--- src/rtl/gpio_pkg.sv ---
package gpio_pkg;
    localparam int PORT_W      = 8;
    localparam int ADDR_W      = 2;
    localparam int SYNC_STAGES = 2;

    typedef enum logic [ADDR_W-1:0] {
        SEL_PIN  = 2'd0,
        SEL_LAT  = 2'd1,
        SEL_DIR  = 2'd2,
        SEL_NONE = 2'd3
    } reg_sel_e;
endpackage

--- src/rtl/gpio_pin_sync.sv ---
module gpio_pin_sync
    import gpio_pkg::*;
#(
    parameter int W = PORT_W
) (
    input  logic         clk,
    input  logic         rst_n,
    input  logic [W-1:0] pin_in,
    output logic [W-1:0] pin_sync
);
    logic [W-1:0] stg [SYNC_STAGES];

    always_ff @(posedge clk or negedge rst_n) begin
        if (!rst_n) begin
            for (int k = 0; k < SYNC_STAGES; k++) stg[k] <= '0;
        end else begin
            stg[0] <= pin_in;
            for (int k = 1; k < SYNC_STAGES; k++) stg[k] <= stg[k-1];
        end
    end

    assign pin_sync = stg[SYNC_STAGES-1];

    // Counts edges since reset so the lag check starts once the stages hold real samples.
    logic [1:0] warm;
    always_ff @(posedge clk or negedge rst_n) begin
        if (!rst_n)              warm <= 2'd0;
        else if (warm != 2'd3)   warm <= warm + 2'd1;
    end


    sync_lag_chk: assert property (@(posedge clk) disable iff (!rst_n)
        (warm == 2'd3) |-> (pin_sync == $past(pin_in, 2)))
        else $error("pin synchronizer lag broken");
endmodule

--- src/rtl/gpio_regs.sv ---
module gpio_regs
    import gpio_pkg::*;
#(
    parameter int W = PORT_W
) (
    input  logic              clk,
    input  logic              rst_n,
    input  logic [ADDR_W-1:0] addr,
    input  logic              wr_en,
    input  logic [W-1:0]      wr_data,
    input  logic              rd_en,
    input  logic [W-1:0]      pin_sync,
    output logic [W-1:0]      rd_data,
    output logic [W-1:0]      latch_q,
    output logic [W-1:0]      dir_q
);
    reg_sel_e     sel;
    logic         lat_we;
    logic         dir_we;
    logic [W-1:0] rd_mux;

    assign sel = reg_sel_e'(addr);

    always_comb begin
        lat_we = 1'b0;
        dir_we = 1'b0;
        rd_mux = '0;
        unique case (sel)
            SEL_PIN: begin
                lat_we = wr_en;
                rd_mux = pin_sync;
            end
            SEL_LAT: begin
                lat_we = wr_en;
                rd_mux = latch_q;
            end
            SEL_DIR: begin
                dir_we = wr_en;
                rd_mux = dir_q;
            end
            SEL_NONE: begin
                rd_mux = '0;
            end
        endcase
    end

    always_ff @(posedge clk or negedge rst_n) begin
        if (!rst_n) begin
            latch_q <= '0;
            dir_q   <= '1;
        end else begin
            if (lat_we) latch_q <= wr_data;
            if (dir_we) dir_q   <= wr_data;
        end
    end

    always_ff @(posedge clk or negedge rst_n) begin
        if (!rst_n)     rd_data <= '0;
        else if (rd_en) rd_data <= rd_mux;
    end


    latch_load_chk: assert property (@(posedge clk) disable iff (!rst_n)
        (wr_en && (addr == SEL_PIN || addr == SEL_LAT)) |=> (latch_q == $past(wr_data)))
        else $error("latch not loaded");


    dir_load_chk: assert property (@(posedge clk) disable iff (!rst_n)
        (wr_en && addr == SEL_DIR) |=> (dir_q == $past(wr_data)))
        else $error("direction not loaded");


    regs_hold_chk: assert property (@(posedge clk) disable iff (!rst_n)
        (!wr_en || addr == SEL_NONE) |=> ($stable(latch_q) && $stable(dir_q)))
        else $error("register changed without write");


    rdata_hold_chk: assert property (@(posedge clk) disable iff (!rst_n)
        !rd_en |=> $stable(rd_data))
        else $error("read data changed without strobe");
endmodule

--- src/rtl/gpio_pad_mux.sv ---
module gpio_pad_mux
    import gpio_pkg::*;
#(
    parameter int W = PORT_W
) (
    input  logic         bus_own,
    input  logic [W-1:0] latch_q,
    input  logic [W-1:0] dir_q,
    input  logic [W-1:0] bus_oe,
    input  logic [W-1:0] bus_out,
    output logic [W-1:0] pad_oe,
    output logic [W-1:0] pad_out
);
    for (genvar i = 0; i < W; i++) begin : g_pin
        always_comb begin
            if (bus_own) begin
                pad_oe[i]  = bus_oe[i];
                pad_out[i] = bus_out[i];
            end else begin
                pad_oe[i]  = ~dir_q[i];
                pad_out[i] = latch_q[i];
            end
        end
    end
endmodule

--- src/rtl/gpio_port.sv ---
module gpio_port
    import gpio_pkg::*;
(
    input  logic              clk,
    input  logic              rst_n,
    input  logic [ADDR_W-1:0] addr,
    input  logic              wr_en,
    input  logic [PORT_W-1:0] wr_data,
    input  logic              rd_en,
    output logic [PORT_W-1:0] rd_data,
    input  logic [PORT_W-1:0] pin_in,
    output logic [PORT_W-1:0] pad_oe,
    output logic [PORT_W-1:0] pad_out,
    input  logic              bus_own,
    input  logic [PORT_W-1:0] bus_oe,
    input  logic [PORT_W-1:0] bus_out
);
    logic [PORT_W-1:0] pin_sync;
    logic [PORT_W-1:0] latch_q;
    logic [PORT_W-1:0] dir_q;

    gpio_pin_sync #(.W(PORT_W)) u_sync (
        .clk      (clk),
        .rst_n    (rst_n),
        .pin_in   (pin_in),
        .pin_sync (pin_sync)
    );

    gpio_regs #(.W(PORT_W)) u_regs (
        .clk      (clk),
        .rst_n    (rst_n),
        .addr     (addr),
        .wr_en    (wr_en),
        .wr_data  (wr_data),
        .rd_en    (rd_en),
        .pin_sync (pin_sync),
        .rd_data  (rd_data),
        .latch_q  (latch_q),
        .dir_q    (dir_q)
    );

    gpio_pad_mux #(.W(PORT_W)) u_pad (
        .bus_own (bus_own),
        .latch_q (latch_q),
        .dir_q   (dir_q),
        .bus_oe  (bus_oe),
        .bus_out (bus_out),
        .pad_oe  (pad_oe),
        .pad_out (pad_out)
    );
endmodule

--- config.mk ---
export PLATFORM = sky130hd
export DESIGN_NAME = gpio_port
export DESIGN_NICKNAME = d
export VERILOG_FILES = /design/src/rtl/gpio_pkg.sv /design/src/rtl/gpio_pin_sync.sv /design/src/rtl/gpio_regs.sv /design/src/rtl/gpio_pad_mux.sv /design/src/rtl/gpio_port.sv
export SDC_FILE = /design/constraint.sdc
export NUM_CORES = 1
export LEC_CHECK = 0
export ABC_AREA = 0
export CORE_ASPECT_RATIO = 0.7
export CORE_MARGIN = 1
export CORE_UTILIZATION = 40
export DETAILED_ROUTE_END_ITERATION = 16
export MAX_ROUTING_LAYER = met4
export PLACE_DENSITY = 0.73
export SLEW_MARGIN = 0
export SYNTH_ARGS = -nofsm -noshare
export SYNTH_HDL_FRONTEND = slang
export SYNTH_SLANG_ARGS = --single-unit
--- constraint.sdc ---
create_clock -name clk -period 2.68 [get_ports clk]
set_input_delay 0.536 -clock clk [delete_from_list [all_inputs] [get_ports clk]]
set_output_delay 0.536 -clock clk [all_outputs]
set_load 0.02 [all_outputs]
Word level (Yosys, flattened, before mapping)
Index checks and enable logic that the tools add are counted.
{"block": "classes", "order_cmp": 0, "eq_ne": 3, "mul": 0, "n_shift": 0, "addsub": 0, "div": 0, "reduce_logical": 2, "n_bitwise": 8, "mux": 19}
{"operator": "one-hot mux 8 bit (4 select lines)", "count": 1}
{"operator": "2-to-1 mux 1 bit", "count": 18}
{"operator": "NOT 1 bit", "count": 8}
{"operator": "equality test 2 bit, second input constant", "count": 2}
{"operator": "equality test 2 x 1 -> 1 bit, second input constant", "count": 1}
{"operator": "zero test 2 bit", "count": 1}
{"operator": "OR reduction 2 bit", "count": 1}
{"block": "totals", "inputBits": 39, "mem_bits_ro": 0, "output_inout_bits": 24, "word_cells": 37, "latch_bits": 0, "mem_count": 0, "reg_bits": 40, "ram_bits": 0}

Longest topological paths before layout
{"block": "logic_depth", "ltp_word": 3, "ltp_mapped": 4, "ltp_nobuf": 2}

Modules after synthesis
A second synthesis with hierarchy kept.
{"block": "unflattened", "cells_unflattened": 133, "hier_area_um2": 1829.3}
{"module": "gpio_regs", "seq_area_each_um2": 610.6, "n_inst": 1, "area_each_um2": 1162.4, "cells_each": 82}
{"module": "gpio_pin_sync", "seq_area_each_um2": 400.4, "n_inst": 1, "area_each_um2": 460.4, "cells_each": 24}
{"module": "gpio_pad_mux", "seq_area_each_um2": 0.0, "n_inst": 1, "area_each_um2": 206.4, "cells_each": 27}

Least setup slack after synthesis
No wires, ideal clock.
{"block": "synth_timing", "path_kind": "input port to output port", "startpoint": "input bus_own", "endpoint": "output pad_oe[3]", "setup_slack_ns": 0.798, "arrival_ns": 1.346, "path_buffers": 2, "path_stages": 3, "required_time_ns": 2.144, "cell_sequence": "buf_2 > buf_2 > o21ai_0"}
{"block": "synth_between", "elab_chain_cells": 1}
{"item": "start: declaration", "line_no": "gpio_port.sv:14", "rtl": "input logic bus_own,"}
{"item": "2-to-1 mux 1 bit", "line_no": "gpio_pad_mux.sv:16", "rtl": "if (bus_own) begin"}
{"item": "end: declaration", "line_no": "gpio_port.sv:12", "rtl": "output logic [PORT_W-1:0] pad_oe,"}
No other way between the ends.

Final worst setup path
{"block": "layout_timing", "startpoint": "input bus_own", "endpoint": "output pad_out[6]"}
{"block": "layout_between", "elab_chain_cells": 1}
{"item": "2-to-1 mux 1 bit", "line_no": "gpio_pad_mux.sv:16"}
{"item": "end: declaration", "line_no": "gpio_port.sv:13", "rtl": "output logic [PORT_W-1:0] pad_out,"}
No other way between the ends.

==> reports/metrics.json <==
{
  "die_width_um": 80.8,
  "cpPeakStageDelay_ns": 0.53,
  "max_cap_violations": 0,
  "clockBufferDepth": 2,
  "core_area_sq_um": 4040,
  "utilization_pct": 61.6,
  "synth_cell_types": 17,
  "cts_tree": "done",
  "postSynthNetCount": 164,
  "cts_resized": 0,
  "outcome": "completed",
  "reg2reg_slack_ns": 1.83,
  "std_cell_rows": 19,
  "power.total_mw": 1.51,
  "critPathCaptureType": "output port",
  "via_count_of_the_first_global_routing_pass": 1324,
  "clock_sink_count": 40,
  "share_seq_of_total_power_pct": 48.7,
  "hpwl_um": 2620,
  "routabilityCongestion": 0.725,
  "grt_antenna_before_repair": 0,
  "nNetsFinal": 227,
  "dr_total_vias": 1204,
  "p_leak_nw": 1.09,
  "cts-htree-levels": 2,
  "cellInternalPower_mw": 1.12,
  "first_pass_iters": 4,
  "synth.avg_cell_area_sq_um": 13.9,
  "io_buffer_count": 62,
  "timing.final.hold_violations": 0,
  "grt_util_all_layers_pct": 18.6,
  "placedInstanceArea_sq_um": 2390,
  "route.antenna.remaining_nets": 0,
  "synth_cells": 125,
  "crit_path_leading_delay_family": "buffers and inverters",
  "synth_compound_gate_area_share_pct": 6.34,
  "cellPowerDensity_nw_per_um2": 608,
  "grt_setup_unrepaired": "no",
  "worstSetupPathType": "in2out",
  "post_synth_and_or_nand_nor_area_fraction_pct": 7.78,
  "timing.critical_path.arrival_ns": 2.11,
  "power.clock.fraction_pct": 26.4,
  "crit_path_cell_trace": "clkdlybuf4s50_1 > buf_12 > mux2_2 > clkdlybuf4s50_1",
  "min_period_over_period_pct": 98.7,
  "area.growth.synth_to_final_pct": 43.4,
  "antenna_cells": 0,
  "synth-adder-area-share_pct": 0,
  "largest_net_degree_at_the_start_of_global_routing": 41,
  "yosys.area_share.xor_xnor_pct": 0,
  "final_area_sq_um": 2490,
  "post_synth_mux_area_share_pct": 21.9,
  "irDropWorstVdd_uv": 334,
  "synth-warning-count": 0,
  "layout_fillers": 341,
  "cp.buffers_inverters": 3,
  "timing.clock.skew_ns": 0.00344,
  "reg2reg_from": "u_regs.dir_q[2]",
  "total_wirelength_um": 3700,
  "netlist_area_sq_um": 1740,
  "cts.hold.buffers_added": 0,
  "hold_path_class": "in2async",
  "slew_hr_pct": 43.0,
  "path_common_cell": "sky130_fd_sc_hd__clkdlybuf4s50_1",
  "power.combinational.fraction_pct": 24.8,
  "slowest_stage": "sky130_fd_sc_hd__clkdlybuf4s50_1",
  "drt_iter0_drc": 65,
  "grt_first_pass_wirelength_um": 6070,
  "rr_endpoint": "u_regs.rd_data[2]",
  "globalRoute.totalOverflow": 0,
  "postCtsSetupRepairBufs": 0,
  "clk_root_buffer_cell": "sky130_fd_sc_hd__clkbuf_8",
  "boundaryPins": 63,
  "share_of_post_route_cells_with_drive_strength_above_1_pct": 23.8,
  "path_clk_slew_ns": 0.07,
  "total_negative_slack_ns": 0,
  "cts_buffers": 5,
  "crit_required_ns": 2.14,
  "main_combinational_cell_family_by_area_after_synthesis": "multiplexers",
  "fp.dieH_um": 57.1,
  "drc_errors": 0,
  "start_util_pct": 43.0,
  "p_sw_share_pct": 26.2,
  "seq_area_frac_synth_pct": 58.2,
  "netsw_uw": 396,
  "die_area_sq_um": 4610,
  "vias_per_cell": 5.00,
  "cp_max_fanout": 24,
  "post_synthesis_sequential_element_count": 40,
  "insertion_delay_ns": 0.28,
  "maxClockFrequency_mhz": 378,
  "setup-violations-final": 0,
  "worst-slew-pin-transition_ns": 0.856,
  "period_minus_slack_ns": 2.64,
  "length_in_cells_of_the_worst_reg_to_reg_path": 2,
  "avgRoutedWirePerCell_um": 15.4,
  "worst_setup_path_start_kind": "input port",
  "slew_violations": 0
}
cell families (layout without fill, tap and decap cells):
family / count (synthesis) / count (layout)
AO/OA/AOI/OAI: 16 / 16
buffers and inverters: 18 / 82
flip-flops: 40 / 40
multiplexers: 32 / 32
AND/OR/NAND/NOR: 19 / 19
synth_stat cells:
master	count	area share (%)
sky130_fd_sc_hd__buf_4	1	0.43
sky130_fd_sc_hd__dfrtp_1	32	46
sky130_fd_sc_hd__nand2b_1	1	0.36
sky130_fd_sc_hd__nand4b_1	8	4.0
sky130_fd_sc_hd__buf_2	5	1.4
sky130_fd_sc_hd__inv_1	8	1.7
sky130_fd_sc_hd__o21ai_0	8	2.3
sky130_fd_sc_hd__o221ai_1	8	4.0
sky130_fd_sc_hd__mux2i_1	8	4.6
sky130_fd_sc_hd__dfstp_2	8	12
sky130_fd_sc_hd__clkbuf_1	1	0.22
sky130_fd_sc_hd__buf_6	3	1.9
sky130_fd_sc_hd__mux2_4	8	6.9
sky130_fd_sc_hd__nand3b_4	1	1.2
sky130_fd_sc_hd__mux2_2	16	10
sky130_fd_sc_hd__nand2_1	8	1.7
sky130_fd_sc_hd__nor2b_2	1	0.50
stage by stage:
stage          std cells  setup slack (ns)  hold slack, ns
6_report             241            0.0360           0.351
5_1_grt              241          0.000688           0.361
4_1_cts              241           0.00996           0.352
3_5_place_dp         233            0.0118           0.336
3_3_place_gp         233            0.0529           0.333
2_1_floorplan        125             0.798           0.240
power by group through the flow:
stage               clock, mW  sequential (mW)  combinational, mW
floorplan                   0            0.756              0.179
global placement            0            0.745              0.373
detailed placement          0            0.750              0.380
CTS                     0.413            0.739              0.383
global route            0.439            0.748              0.402
finish                  0.400            0.737              0.376
how the worst max path moves through the flow:
stage / start / endpoint / depth (start not counted)
detailed placement: bus_own / pad_out[2] / 4
global route: bus_own / pad_out[6] / 4
finish: bus_own / pad_out[6] / 4
CTS: bus_own / pad_out[4] / 4
floorplan: bus_own / pad_oe[3] / 3
global placement: bus_own / pad_out[5] / 4
placed cells by master (no fill, tap or decap):
cell	count
sky130_fd_sc_hd__mux2_2	16
sky130_fd_sc_hd__clkbuf_1	2
sky130_fd_sc_hd__buf_4	3
sky130_fd_sc_hd__nand2_1	8
sky130_fd_sc_hd__nand4b_1	8
sky130_fd_sc_hd__dlymetal6s2s_1	4
sky130_fd_sc_hd__nand3b_4	1
sky130_fd_sc_hd__nor2b_2	1
sky130_fd_sc_hd__dfstp_2	8
sky130_fd_sc_hd__clkdlybuf4s50_1	57
sky130_fd_sc_hd__mux2i_1	8
sky130_fd_sc_hd__mux2_4	8
sky130_fd_sc_hd__inv_1	8
sky130_fd_sc_hd__o221ai_1	8
sky130_fd_sc_hd__clkbuf_8	6
sky130_fd_sc_hd__buf_2	1
sky130_fd_sc_hd__o21ai_0	8
sky130_fd_sc_hd__nand2b_1	1
sky130_fd_sc_hd__buf_12	1
sky130_fd_sc_hd__dfrtp_1	32
flip-flops by register name (all words and copies together), names as in the netlist:
signal           cells
u_regs.dir_q         8
u_regs.latch_q       8
u_regs.rd_data       8
u_sync.pin_sync      8
u_sync.stg           8
metal layers:
metal  track usage, %  up-vias  part of all wire (%)
met5                -        -                     0
met4             6.12        0                  0.84
met3             4.96        5                   6.2
met2             30.4       51                    47
met1             22.4      580                    46
li1                 -      568                     -
area by class of cell:
cell class / instances / area (sq um) / share of cell area (%)
tap: 52 / 65.1 / 2.61
timing repair buffer: 66 / 668 / 26.8
sequential: 40 / 1010 / 40.6
inverter: 8 / 30.0 / 1.21
multi-input combinational: 67 / 626 / 25.1
clock buffer: 8 / 90.1 / 3.62
No activity file was read; power rests on OpenSTA's default activity.
